--- src/rtl/phy_cfg_pkg.sv ---
package phy_cfg_pkg;

    localparam int DATA_W    = 32;
    localparam int PCFG_W    = 6;
    localparam int SEL_W     = 3;
    localparam int MISC_W    = 11;
    localparam int STS_W     = 5;
    localparam int IPD_BIT   = 9;

    // stored configuration fields
    typedef struct packed {
        logic [PCFG_W-1:0] phy_cfg;  // 23:18
        logic              acen;     // 17
        logic              pause;    // 16
        logic [SEL_W-1:0]  sel;      // 15:13
        logic              ext;      // 12
        logic [MISC_W-1:0] misc;     // 10:0
    } cfg_t;

    // captured PHY status, bit 31 down to 27
    typedef struct packed {
        logic link;
        logic spd;
        logic fdx;
        logic pol;
        logic an;
    } sts_t;

    // decoded auto-negotiation controls
    typedef struct packed {
        logic an_en;
        logic f100;
        logic ffdx;
        logic a10h;
        logic a10f;
        logic a100h;
        logic a100f;
        logic apause;
    } anctl_t;

    function automatic cfg_t word_to_cfg(input logic [DATA_W-1:0] w);
        cfg_t c;
        c.phy_cfg = w[23:18];
        c.acen    = w[17];
        c.pause   = w[16];
        c.sel     = w[15:13];
        c.ext     = w[12];
        c.misc    = w[10:0];
        return c;
    endfunction

    function automatic logic [DATA_W-1:0] cfg_to_word(input cfg_t c, input sts_t s);
        return {s, 3'b000, c.phy_cfg, c.acen, c.pause, c.sel, c.ext, 1'b0, c.misc};
    endfunction

endpackage

--- src/rtl/phy_cfg_status.sv ---
module phy_cfg_status
    import phy_cfg_pkg::*;
(
    input  logic clk,
    input  logic rst_n,
    input  logic link_i,
    input  logic spd_i,
    input  logic fdx_i,
    input  logic pol_i,
    input  logic an_i,
    output sts_t sts_o
);
    sts_t sts_d, sts_q;

    always_comb begin
        sts_d      = sts_q;
        sts_d.link = link_i;
        sts_d.spd  = spd_i;
        sts_d.fdx  = fdx_i;
        // reversal is only meaningful at 10 Mb/s
        sts_d.pol  = pol_i & ~spd_i;
        sts_d.an   = an_i;
    end

    always_ff @(posedge clk or negedge rst_n) begin
        if (!rst_n) sts_q <= '0;
        else        sts_q <= sts_d;
    end

    assign sts_o = sts_q;
endmodule

--- src/rtl/phy_cfg_store.sv ---
module phy_cfg_store
    import phy_cfg_pkg::*;
(
    input  logic              clk,
    input  logic              rst_n,
    input  logic              soft_rst,
    input  logic              wr_hit,
    input  logic [DATA_W-1:0] wdata,
    input  logic              ee_vld,
    input  logic [SEL_W-1:0]  ee_sel,
    input  logic              ee_pause,
    input  logic              isr_rd,
    output cfg_t              cfg_o,
    output logic              clr_o
);
    typedef struct packed {
        cfg_t cfg;
        logic clr;
    } st_t;

    st_t st_d, st_q;

    always_comb begin
        st_d = st_q;
        if (wr_hit) begin
            st_d.cfg = word_to_cfg(wdata);
        end
        if (ee_vld) begin
            st_d.cfg.sel   = ee_sel;
            st_d.cfg.pause = ee_pause;
        end
        if (st_d.cfg.ext) begin
            st_d.cfg.misc[IPD_BIT] = 1'b1;
        end
        st_d.clr = isr_rd & st_q.cfg.acen;
        if (soft_rst) begin
            st_d = '0;
        end
    end

    always_ff @(posedge clk or negedge rst_n) begin
        if (!rst_n) st_q <= '0;
        else        st_q <= st_d;
    end

    assign cfg_o = st_q.cfg;
    assign clr_o = st_q.clr;
endmodule

--- src/rtl/phy_cfg_anmap.sv ---
module phy_cfg_anmap
    import phy_cfg_pkg::*;
(
    input  logic [SEL_W-1:0] sel_i,
    input  logic             pause_i,
    output anctl_t           ctl_o
);
    always_comb begin
        ctl_o = '0;
        case (sel_i)
            3'b000: begin ctl_o.f100 = 1'b0; ctl_o.ffdx = 1'b0; end
            3'b010: begin ctl_o.f100 = 1'b1; ctl_o.ffdx = 1'b0; end
            3'b100: begin ctl_o.f100 = 1'b0; ctl_o.ffdx = 1'b1; end
            3'b110: begin ctl_o.f100 = 1'b1; ctl_o.ffdx = 1'b1; end
            3'b001: begin
                ctl_o.an_en = 1'b1;
                ctl_o.a10h  = 1'b1;
                ctl_o.a10f  = 1'b1;
            end
            3'b011: begin
                ctl_o.an_en = 1'b1;
                ctl_o.a10h  = 1'b1;
                ctl_o.a100h = 1'b1;
            end
            3'b101: begin
                ctl_o.an_en = 1'b1;
                ctl_o.a100h = 1'b1;
                ctl_o.a100f = 1'b1;
            end
            default: begin
                ctl_o.an_en = 1'b1;
                ctl_o.a10h  = 1'b1;
                ctl_o.a10f  = 1'b1;
                ctl_o.a100h = 1'b1;
                ctl_o.a100f = 1'b1;
            end
        endcase
        ctl_o.apause = pause_i & (ctl_o.a10f | ctl_o.a100f);
    end
endmodule

--- src/rtl/phy_cfg_reg.sv ---
module phy_cfg_reg
    import phy_cfg_pkg::*;
#(
    parameter int                ADDR_W     = 12,
    parameter logic [ADDR_W-1:0] CFG_OFFSET = 12'h004
) (
    input  logic              clk,
    input  logic              rst_n,
    input  logic              soft_rst,
    input  logic              wr_en,
    input  logic [ADDR_W-1:0] addr,
    input  logic [DATA_W-1:0] wdata,
    output logic [DATA_W-1:0] rdata,
    input  logic              isr_rd,
    input  logic              phy_link,
    input  logic              phy_spd100,
    input  logic              phy_fdx,
    input  logic              phy_pol_rev,
    input  logic              phy_an_done,
    input  logic              ee_vld,
    input  logic [SEL_W-1:0]  ee_sel,
    input  logic              ee_pause,
    output logic              an_enable,
    output logic              force_100,
    output logic              force_fdx,
    output logic              adv_10hd,
    output logic              adv_10fd,
    output logic              adv_100hd,
    output logic              adv_100fd,
    output logic              adv_pause,
    output logic              mii_en,
    output logic              int_phy_dis,
    output logic [PCFG_W-1:0] phy_cfg_bits,
    output logic              irq_clr
);
    sts_t   sts_w;
    cfg_t   cfg_w;
    anctl_t ctl_w;
    logic   rd_hit;
    logic   acen_w;

    assign rd_hit = (addr == CFG_OFFSET);
    assign acen_w = cfg_w.acen;

    phy_cfg_status u_sts (
        .clk    (clk),
        .rst_n  (rst_n),
        .link_i (phy_link),
        .spd_i  (phy_spd100),
        .fdx_i  (phy_fdx),
        .pol_i  (phy_pol_rev),
        .an_i   (phy_an_done),
        .sts_o  (sts_w)
    );

    phy_cfg_store u_store (
        .clk      (clk),
        .rst_n    (rst_n),
        .soft_rst (soft_rst),
        .wr_hit   (wr_en & rd_hit),
        .wdata    (wdata),
        .ee_vld   (ee_vld),
        .ee_sel   (ee_sel),
        .ee_pause (ee_pause),
        .isr_rd   (isr_rd),
        .cfg_o    (cfg_w),
        .clr_o    (irq_clr)
    );

    phy_cfg_anmap u_map (
        .sel_i   (cfg_w.sel),
        .pause_i (cfg_w.pause),
        .ctl_o   (ctl_w)
    );

    assign rdata        = rd_hit ? cfg_to_word(cfg_w, sts_w) : '0;
    assign an_enable    = ctl_w.an_en;
    assign force_100    = ctl_w.f100;
    assign force_fdx    = ctl_w.ffdx;
    assign adv_10hd     = ctl_w.a10h;
    assign adv_10fd     = ctl_w.a10f;
    assign adv_100hd    = ctl_w.a100h;
    assign adv_100fd    = ctl_w.a100f;
    assign adv_pause    = ctl_w.apause;
    assign mii_en       = cfg_w.ext;
    assign int_phy_dis  = cfg_w.misc[IPD_BIT];
    assign phy_cfg_bits = cfg_w.phy_cfg;
endmodule

--- config.mk ---
export PLATFORM = sky130hd
export DESIGN_NAME = phy_cfg_reg
export DESIGN_NICKNAME = d
export VERILOG_FILES = /design/src/rtl/phy_cfg_pkg.sv /design/src/rtl/phy_cfg_status.sv /design/src/rtl/phy_cfg_store.sv /design/src/rtl/phy_cfg_anmap.sv /design/src/rtl/phy_cfg_reg.sv
export SDC_FILE = /design/constraint.sdc
export NUM_CORES = 1
export LEC_CHECK = 0
export BUFFER_PORTS_ARGS = -buffer_cell sky130_fd_sc_hd__clkbuf_2
export CORE_ASPECT_RATIO = 0.7
export CORE_MARGIN = 2
export CORE_UTILIZATION = 37
export DETAILED_ROUTE_END_ITERATION = 7
export PLACE_DENSITY = 0.78
export SLEW_MARGIN = 20
export SYNTH_ARGS = -nofsm -noshare
export SYNTH_HDL_FRONTEND = slang
export SYNTH_SLANG_ARGS = --single-unit
export TNS_END_PERCENT = 1
--- constraint.sdc ---
create_clock -name clk -period 1.9 [get_ports clk]
set_input_delay 0.475 -clock clk [delete_from_list [all_inputs] [get_ports clk]]
set_output_delay 0.475 -clock clk [all_outputs]
set_load 0.02 [all_outputs]
==> impl_metrics.toml, run 1 <==
[setup_path]
criticalPathCategory = "input port to output port"
endpoint_kind = "output port"
cp_cell_sequence = "clkbuf_2 > nor4_4 > and3_4 > buf_6 > and2_2 > clkbuf_8"
cp_slowest_cell = "nor4_4"
cpPeakStageDelay_ns = 0.31
worstPathRequired_ns = 1.42
worstPathArrival_ns = 1.58
crit_fanout = 10
cp-start-kind = "input port"

[global_routing]
top_usage_layer = "met2"
grt.met2_usage = 0.318
gr-usage-all-layers = 0.180
gr-usage-met3 = 0.0452
antenna_found_initial = 0
grt_max_degree = 30
grt_pass1_wl_um = 6350
grt_overflow_total = 0
grt_pass1_vias = 1400
met1_usage = 0.213

[yosys]
ys_warn_count = 0
synth-simple-area-share = 0.333
ys_ff_latch = 29
yosysSeqAreaShare = 0.476
synth_adder_area_share = 0
synth-compound-area-share = 0.0911
synth_area_um2 = 1520
synth_mux_area_frac = 0
syn_inst = 171
yosysUniqueCellTypes = 24
avgSynthCellArea_um2 = 8.91
synth_xor_area_frac = 0
synth_top_family_by_area = "simple AND/OR/NAND/NOR gates"

[sta]
fmax_mhz = 487
setup_viol_count_final = 28
rsz0062_at_grt = "true"
setup_slack_ns = -0.153
period_share = 1.08
finClkSkew_ns = 0.000155
hold_viol_final = 0
tightest_slew_ns = 0.706
finalCriticalPeriod_ns = 2.05
maxSlewViolCount = 0
maxSlewHeadroom = 0.529

[power]
p_int_w = 0.00101
switching_power_w = 0.000305
peakVddDrop_v = 0.000500
power_frac_seq = 0.484
p_comb_frac = 0.102
power.leakage_nw = 1.22
sw_frac_of_total = 0.231
p_per_area_nw_per_um2 = 539
power_frac_clock = 0.415

[drt]
routedWlPerCell_um = 12.3
viasPerCell = 4.64
drt_iter0_drc = 45
ant_nets = 0
wirelength_um = 3910
drc = 0
drtPass1Iterations = 4
vias = 1470

[die]
initial_core_util = 0.386
io_pins = 108
die_width_um = 80.7
design.die.area_um2 = 4660
die_h_um = 57.7
core_area_um2 = 3950
rows = 19

[place]
dp_slack_ns = -0.204
dp_hpwl_um = 2800
numPortBuffers = 94
gp_congestion = 0.683
place_area_um2 = 2030

[finish]
final_common_cell = "clkbuf_2"
nets = 323
post_route_cells_drive_above_1_share = 0.532
final_util = 0.620
final_cell_mix = "clkbuf_2 (66), nand2_1 (44), dfrtp_1 (29)"
area_delta_synth_final_pct = 60.6
n_antenna_cell = 0
n_fill_cell = 349
design_area_um2 = 2450

[clocking]
path_clk_slew_ns = 0.06
root_buffer = "clkbuf_8"
cts_buffers = 5
clock_sinks = 29
cts_max_path_buffers = 2
h-tree-depth = 2
cts_tree = "built"
worstSkewPairLatency_ns = 0.27

[flow_run]
maxCapViolations = 0

[worst_hold_path]
min_path_type = "input port to async pin"

[status]
violations = "negative setup slack"
outcome = "complete, but fails checks"
## flip-flops by register name, summed over array words and instances (netlist names)
| register | cells |
|---|---|
| u_store.cfg_o | 23 |
| u_store.clr_o | 1 |
| u_sts.sts_o | 5 |
## stage by stage
stage,hold slack [ns],setup TNS [ns],total power [W],std cells
finish,0.235,-3.70,0.00132,317
global route,0.281,-5.00,0.00138,317
CTS,0.260,-3.40,0.00134,316
detailed placement,0.507,-5.33,0.000779,308
global placement,0.500,-4.53,0.000776,308
floorplan,0.179,-0.390,0.000702,174
## cell usage after synthesis
cell type / n / share of area
nor4_2: 2 / 0.016
nor4b_4: 1 / 0.016
nor3_1: 3 / 0.0098
nor2_1: 5 / 0.012
clkbuf_1: 7 / 0.017
a311oi_2: 1 / 0.0098
buf_2: 1 / 0.0033
buf_12: 1 / 0.013
and3_1: 3 / 0.012
a311oi_1: 3 / 0.017
and4_1: 1 / 0.0057
nand2_1: 44 / 0.11
a21oi_1: 18 / 0.059
dfrtp_1: 29 / 0.48
nand2_2: 1 / 0.0041
and2_1: 30 / 0.12
nand4_1: 1 / 0.0041
conb_1: 1 / 0.0025
buf_6: 1 / 0.0074
nor2b_1: 3 / 0.012
nand2b_1: 2 / 0.0082
buf_4: 11 / 0.054
inv_1: 1 / 0.0025
o21a_1: 1 / 0.0049
## metal layers
layer	up-vias	share of wire
met5	-	0
met4	0	0.013
met3	8	0.067
met2	51	0.51
met1	683	0.41
li1	728	-
## cell families after synthesis
family | count (synthesis)
compound gates | 23
other cells | 1
flops | 29
simple gates | 96
buf+inv | 22
## power by group through the flow
stage | Sequential (W) | Clock (W) | Combinational (W)
2_1_floorplan | 0.000646 | 0 | 0.0000558
3_3_place_gp | 0.000648 | 0 | 0.000127
3_5_place_dp | 0.000649 | 0 | 0.000130
4_1_cts | 0.000638 | 0.000564 | 0.000134
5_1_grt | 0.000640 | 0.000593 | 0.000149
6_report | 0.000638 | 0.000547 | 0.000134
## critical path, delay by kind of cell
kind | cells | cell delay, ns
simple gates | 3 | 0.72
buf+inv | 3 | 0.37
## cell type report
class,instances,area (um^2),area share
Multi-Input combinational cell,123,719,0.294
Clock buffer,7,96.3,0.0394
Tap cell,52,65.1,0.0266
Inverter,1,3.75,0.00153
Sequential cell,29,726,0.297
Timing Repair Buffer,104,832,0.340
Clock inverter,1,5.00,0.00204
## worst paths after layout
| kind | from | to | slack [ns] | depth (start not counted) |
|---|---|---|---|---|
| max in group asynchronous | rst_n | u_store.cfg_o[22] | 1.21 | 1 |
| max reg2reg | u_store.cfg_o[12] | u_store.cfg_o[12] | 1.00 | 2 |
| min reg2reg | u_store.cfg_o[10] | u_store.cfg_o[10] | 0.51 | 2 |
| min in group clk | phy_fdx | u_sts.sts_o[2] | 0.30 | 1 |
| min | rst_n | u_store.cfg_o[20] | 0.24 | 1 |
| max | addr[6] | rdata[10] | -0.15 | 6 |
## what timing repair did
action,4_1_cts,5_1_grt
pin swaps,2,3
setup endpoints to repair,28,28
hold buffers,0,0
buffers inserted,0,1
resized for setup,59,20
Power figures use the tool's default switching activity.
==> run 2, diff against run 1 <==
==> constraint.sdc (replaced) <==
create_clock -name clk -period 1.9 [get_ports clk]
set_input_delay 0.19 -clock clk [delete_from_list [all_inputs] [get_ports clk]]
set_output_delay 0.19 -clock clk [all_outputs]
set_load 0.02 [all_outputs]
==> run 2 against run 1 <==
The run now ends clean. Wire length shrank 12%. Clock power is essentially flat. Clock skew is essentially flat. Non-clock buffer count shrank 5. Register-to-register slack gained 0.02 ns. Sequential cell count is the same. Via count shrank 3.3%.
==> impl_metrics.toml, run 2 (synthesis results as in run 1) <==
[status]
outcome = "completed"

[setup_path]
cp-start-kind = "input port"
worstPathArrival_ns = 1.36
crit_fanout = 28
criticalPathCategory = "input port to output port"
critPathBufInv = 3
worst-path-stages = 6
reg2reg_depth = 2
cp_common_cell = "clkbuf_2"
critPathTopFamily = "simple AND/OR/NAND/NOR gates"
cpPeakStageDelay_ns = 0.32
cp_cell_sequence = "clkbuf_2 > nor4_2 > and3_1 > buf_4 > and2_1 > clkbuf_2"
endpoint_kind = "output port"
cp_slowest_cell = "nor4_2"
worstPathRequired_ns = 1.71

[power]
peakVddDrop_v = 0.000390
p_per_area_nw_per_um2 = 633
power.leakage_nw = 1.09

[clocking]
clock_sinks = 29
cts_buffers = 5
worstSkewPairLatency_ns = 0.28
cts_tree = "built"
cts_max_path_buffers = 2
path_clk_slew_ns = 0.06
h-tree-depth = 2
postCtsSetupRepairBufs = 0
root_buffer = "clkbuf_8"

[sta]
tightest_slew_ns = 0.719
finalCriticalPeriod_ns = 1.55
whs_ns = 0.0175
setup_viol_count_final = 0
finClkSkew_ns = 0.000235
fmax_mhz = 646
hold_viol_final = 0
maxSlewHeadroom = 0.521
rsz0062_at_grt = "false"
period_share = 0.814
maxSlewViolCount = 0
setup_tns_ns = 0
setup_slack_ns = 0.353

[global_routing]
grt_max_degree = 30
gr-usage-all-layers = 0.162
grt_pass1_wl_um = 5760
grt_pass1_vias = 1329
antenna_found_initial = 0
grt_overflow_total = 0

[worst_hold_path]
hold_depth = 1
min_path_type = "input port to flip-flop"

[flow_run]
maxCapViolations = 0

[die]
rows = 19
die_h_um = 57.7
design.die.area_um2 = 4660
die_width_um = 80.7
initial_core_util = 0.386
core_area_um2 = 3950
io_pins = 108

[finish]
nets = 318
n_antenna_cell = 0
largest_reg_flops = 23
n_fill_cell = 389
post_route_cells_drive_above_1_share = 0.427
final_common_cell = "clkbuf_2"
area_delta_synth_final_pct = 35.6
design_area_um2 = 2070
final_util = 0.524
final_cell_mix = "clkbuf_2 (94), nand2_1 (44), and2_1 (30)"

[place]
dp_slack_ns = 0.235
gp_congestion = 0.686
dp_hpwl_um = 2580
place_area_um2 = 1960
numPortBuffers = 94

[drt]
wirelength_um = 3450
viasPerCell = 4.55
routedWlPerCell_um = 11.1
ant_nets = 0
drtPass1Iterations = 4
drc = 0
drt_iter0_drc = 22
vias = 1421
run 2: cell types whose count changed in the layout (fill, tap and decap cells not counted), moves of 2 or more:
cell and change:
nor4_4 -2, buf_4 -2, clkbuf_8 -14, buf_8 -14, buf_6 -3, and2_2 -17
and2_1 +23, and2_4 -6, nor4_2 +2, clkbuf_2 +28
run 2: worst paths after layout:
check	from	endpoint	slack [ns]
worst max-delay path	addr[10]	rdata[31]	0.35
worst min-delay path	phy_fdx	u_sts.sts_o[2]	0.02
worst max register to register	u_store.cfg_o[12]	u_store.cfg_o[12]	1.02
worst min register to register	u_store.cfg_o[3]	u_store.cfg_o[3]	0.51
max in group asynchronous	rst_n	u_store.cfg_o[6]	0.93
min in group asynchronous	rst_n	u_store.clr_o	0.51
run 2: routing by layer:
layer	up-vias	routed length [um]	track usage
met3	8	289	0.0436
met1	636	1530	0.192
met5	-	0	0
li1	718	-	-
met2	59	1590	0.283
met4	0	49	0.0654
run 2: metrics by stage:
| stage | total power, W | cells |
|---|---|---|
| floorplan | 0.000702 | 174 |
| detailed placement | 0.000775 | 303 |
| global route | 0.00138 | 312 |
| global placement | 0.000774 | 303 |
| finish | 0.00131 | 312 |
| CTS | 0.00133 | 312 |
run 2: where the power goes:
group	internal (W)	total (W)	switching (W)	leakage [nW]
sequential	0.000629	0.000638	0.00000900	0.391
clock	0.000326	0.000544	0.000218	0.0542
combinational	0.0000574	0.000127	0.0000698	0.647
total	0.00101	0.00131	0.000296	1.09
run 2: cell type report:
cell class | count | area [um^2] | share of cell area
tap | 52 | 65.1 | 0.0315
timing repair buffer | 99 | 510 | 0.247
clock buffer | 7 | 96.3 | 0.0466
multi-input combinational | 123 | 661 | 0.320
sequential | 29 | 726 | 0.351
clock inverter | 1 | 5.00 | 0.00242
inverter | 1 | 3.75 | 0.00182
run 2: what timing repair did:
action,in CTS,in global routing
hold buffers,1,0
endpoints found under the hold margin,29,0
setup endpoints to repair,0,0
resized for setup,0,0
run 2: worst reg2reg max path, delay by kind of cell, from the launching register on:
family	cells	cell delay (ns)
compound gates	1	0.24
simple gates	1	0.08
flops	1	0.46
==> run 3, diff against run 2 <==
- clock period: 1.9 -> 1.4 ns (I/O delays scaled with it)
==> run 3 against run 2 <==
Hold slack better by 0.062 ns. Non-clock buffer count rose by 9. Clock power increased by 23%. Die area unchanged. Largest power group unchanged. Global-route usage up 0.32 points. Sequential share of layout area shrank 4.0 points.
==> impl_metrics.toml, run 3 (synthesis results as in run 1) <==
[die]
io_pins = 108
initial_core_util = 0.386
die_width_um = 80.7
core_area_um2 = 3950
rows = 19
die_h_um = 57.7
design.die.area_um2 = 4660

[sta]
setup_viol_count_final = 0
hold_viol_final = 0
tightest_slew_ns = 0.519
maxSlewViolCount = 0
period_share = 0.984
finClkSkew_ns = 0.0000843
whs_ns = 0.0794
fmax_mhz = 726
rsz0062_at_grt = "true"
maxSlewHeadroom = 0.654
finalCriticalPeriod_ns = 1.38

[setup_path]
worstPathRequired_ns = 1.26
endpoint_kind = "output port"
crit_start = "addr[6]"
r2r_start = "u_store.cfg_o[12]"
worstPathArrival_ns = 1.24
critPathBufInv = 3
cp_cell_sequence = "clkbuf_2 > nor4_4 > and3_4 > buf_12 > and2_1 > buf_4"
cp_slowest_cell = "nor4_4"
cpPeakStageDelay_ns = 0.31
critPathTopFamily = "simple AND/OR/NAND/NOR gates"
cp-start-kind = "input port"
crit_fanout = 28
criticalPathCategory = "input port to output port"

[worst_hold_path]
holdCritStartpoint = "isr_rd"
min_path_type = "input port to flip-flop"

[power]
power.leakage_nw = 1.17
peakVddDrop_v = 0.000628
p_per_area_nw_per_um2 = 740
power_w = 0.00173

[finish]
largest_reg_flops = 23
post_route_cells_drive_above_1_share = 0.433
final_util = 0.593
area_delta_synth_final_pct = 53.4
n_antenna_cell = 0
final_cell_mix = "clkbuf_2 (66), nand2_1 (44), and2_1 (30)"
final_common_cell = "clkbuf_2"
nets = 327

[drt]
viasPerCell = 4.56
drt_iter0_drc = 41
wirelength_um = 3880
drtPass1Iterations = 4
drc = 0
ant_nets = 0
vias = 1459
routedWlPerCell_um = 12.1

[flow_run]
maxCapViolations = 0

[global_routing]
grt_max_degree = 29
grt_pass1_wl_um = 5810
gr-usage-all-layers = 0.166
antenna_found_initial = 0
grt_overflow_total = 0
grt_pass1_vias = 1331

[clocking]
cts_buffers = 5
path_clk_slew_ns = 0.06
cts_tree = "built"
root_buffer = "clkbuf_8"
clock_sinks = 29
cts_max_path_buffers = 2
h-tree-depth = 2
worstSkewPairLatency_ns = 0.27

[place]
numPortBuffers = 94
gp_congestion = 0.681
dp_hpwl_um = 2880

[status]
outcome = "completed"
## run 3: cell count changes in the layout (fill, tap and decap cells not counted), moves of 2 or more
cell           before  now
buf_12              0    2
nor4_4              0    2
dlygate4sd3_1       1    5
nor4_2              2    0
buf_4               4   11
clkbuf_2           94   66
buf_6               0   24
## run 3: through the flow
step	worst slack, ns	TNS (ns)	instances	instance area [um^2]
after floorplan	0.0534	0	174	1540
after global placement	-0.00820	-0.0222	307	2010
after detailed placement	-0.0508	-1.38	307	2010
after CTS	0.00819	0	320	2180
after global routing	-0.0453	-0.336	320	2340
final	0.0217	0	320	2340
## run 3: worst min-delay path: stages
cell	delay (ns)
clkbuf_2	0.08
nand2_1	0.05
nor2_1	0.04
## run 3: final timing paths
| kind | endpoint | slack, ns | cells past startpoint |
|---|---|---|---|
| min | u_store.clr_o | 0.08 | 3 |
| max | rdata[31] | 0.02 | 6 |
| min reg2reg | u_store.cfg_o[2] | 0.51 | 2 |
| min in group asynchronous | u_store.cfg_o[8] | 0.32 | 2 |
| max in group asynchronous | u_store.cfg_o[20] | 0.54 | 3 |
| max reg2reg | u_store.cfg_o[12] | 0.50 | 2 |
## run 3: cell type report
type	count	area [um^2]
Clock buffer	7	86.3
Timing Repair Buffer	108	773
Multi-Input combinational cell	123	683
Inverter	1	3.75
Fill cell	355	1610
Sequential cell	29	727
Tap cell	52	65.1
## run 3: repair_timing
| action | CTS | global route |
|---|---|---|
| pin swaps | 2 | 2 |
| hold endpoints to repair | 18 | 0 |
| setup buffers | 1 | 0 |
| gates resized for setup | 3 | 81 |
| cloned | 0 | 0 |
| endpoints found under the setup margin | 28 | 29 |
| hold buffers | 5 | 0 |
## run 3: per-layer routing
metal / routed length [um] / GRT usage
met1: 1500 / 0.189
met2: 2040 / 0.304
met3: 343 / 0.0561
met4: 7 / 0.0363
met5: 0 / 0
## run 3: power by group
part | internal, W | switching, W
combinational | 0.0000894 | 0.000104
clock | 0.000389 | 0.000282
sequential | 0.000854 | 0.0000129
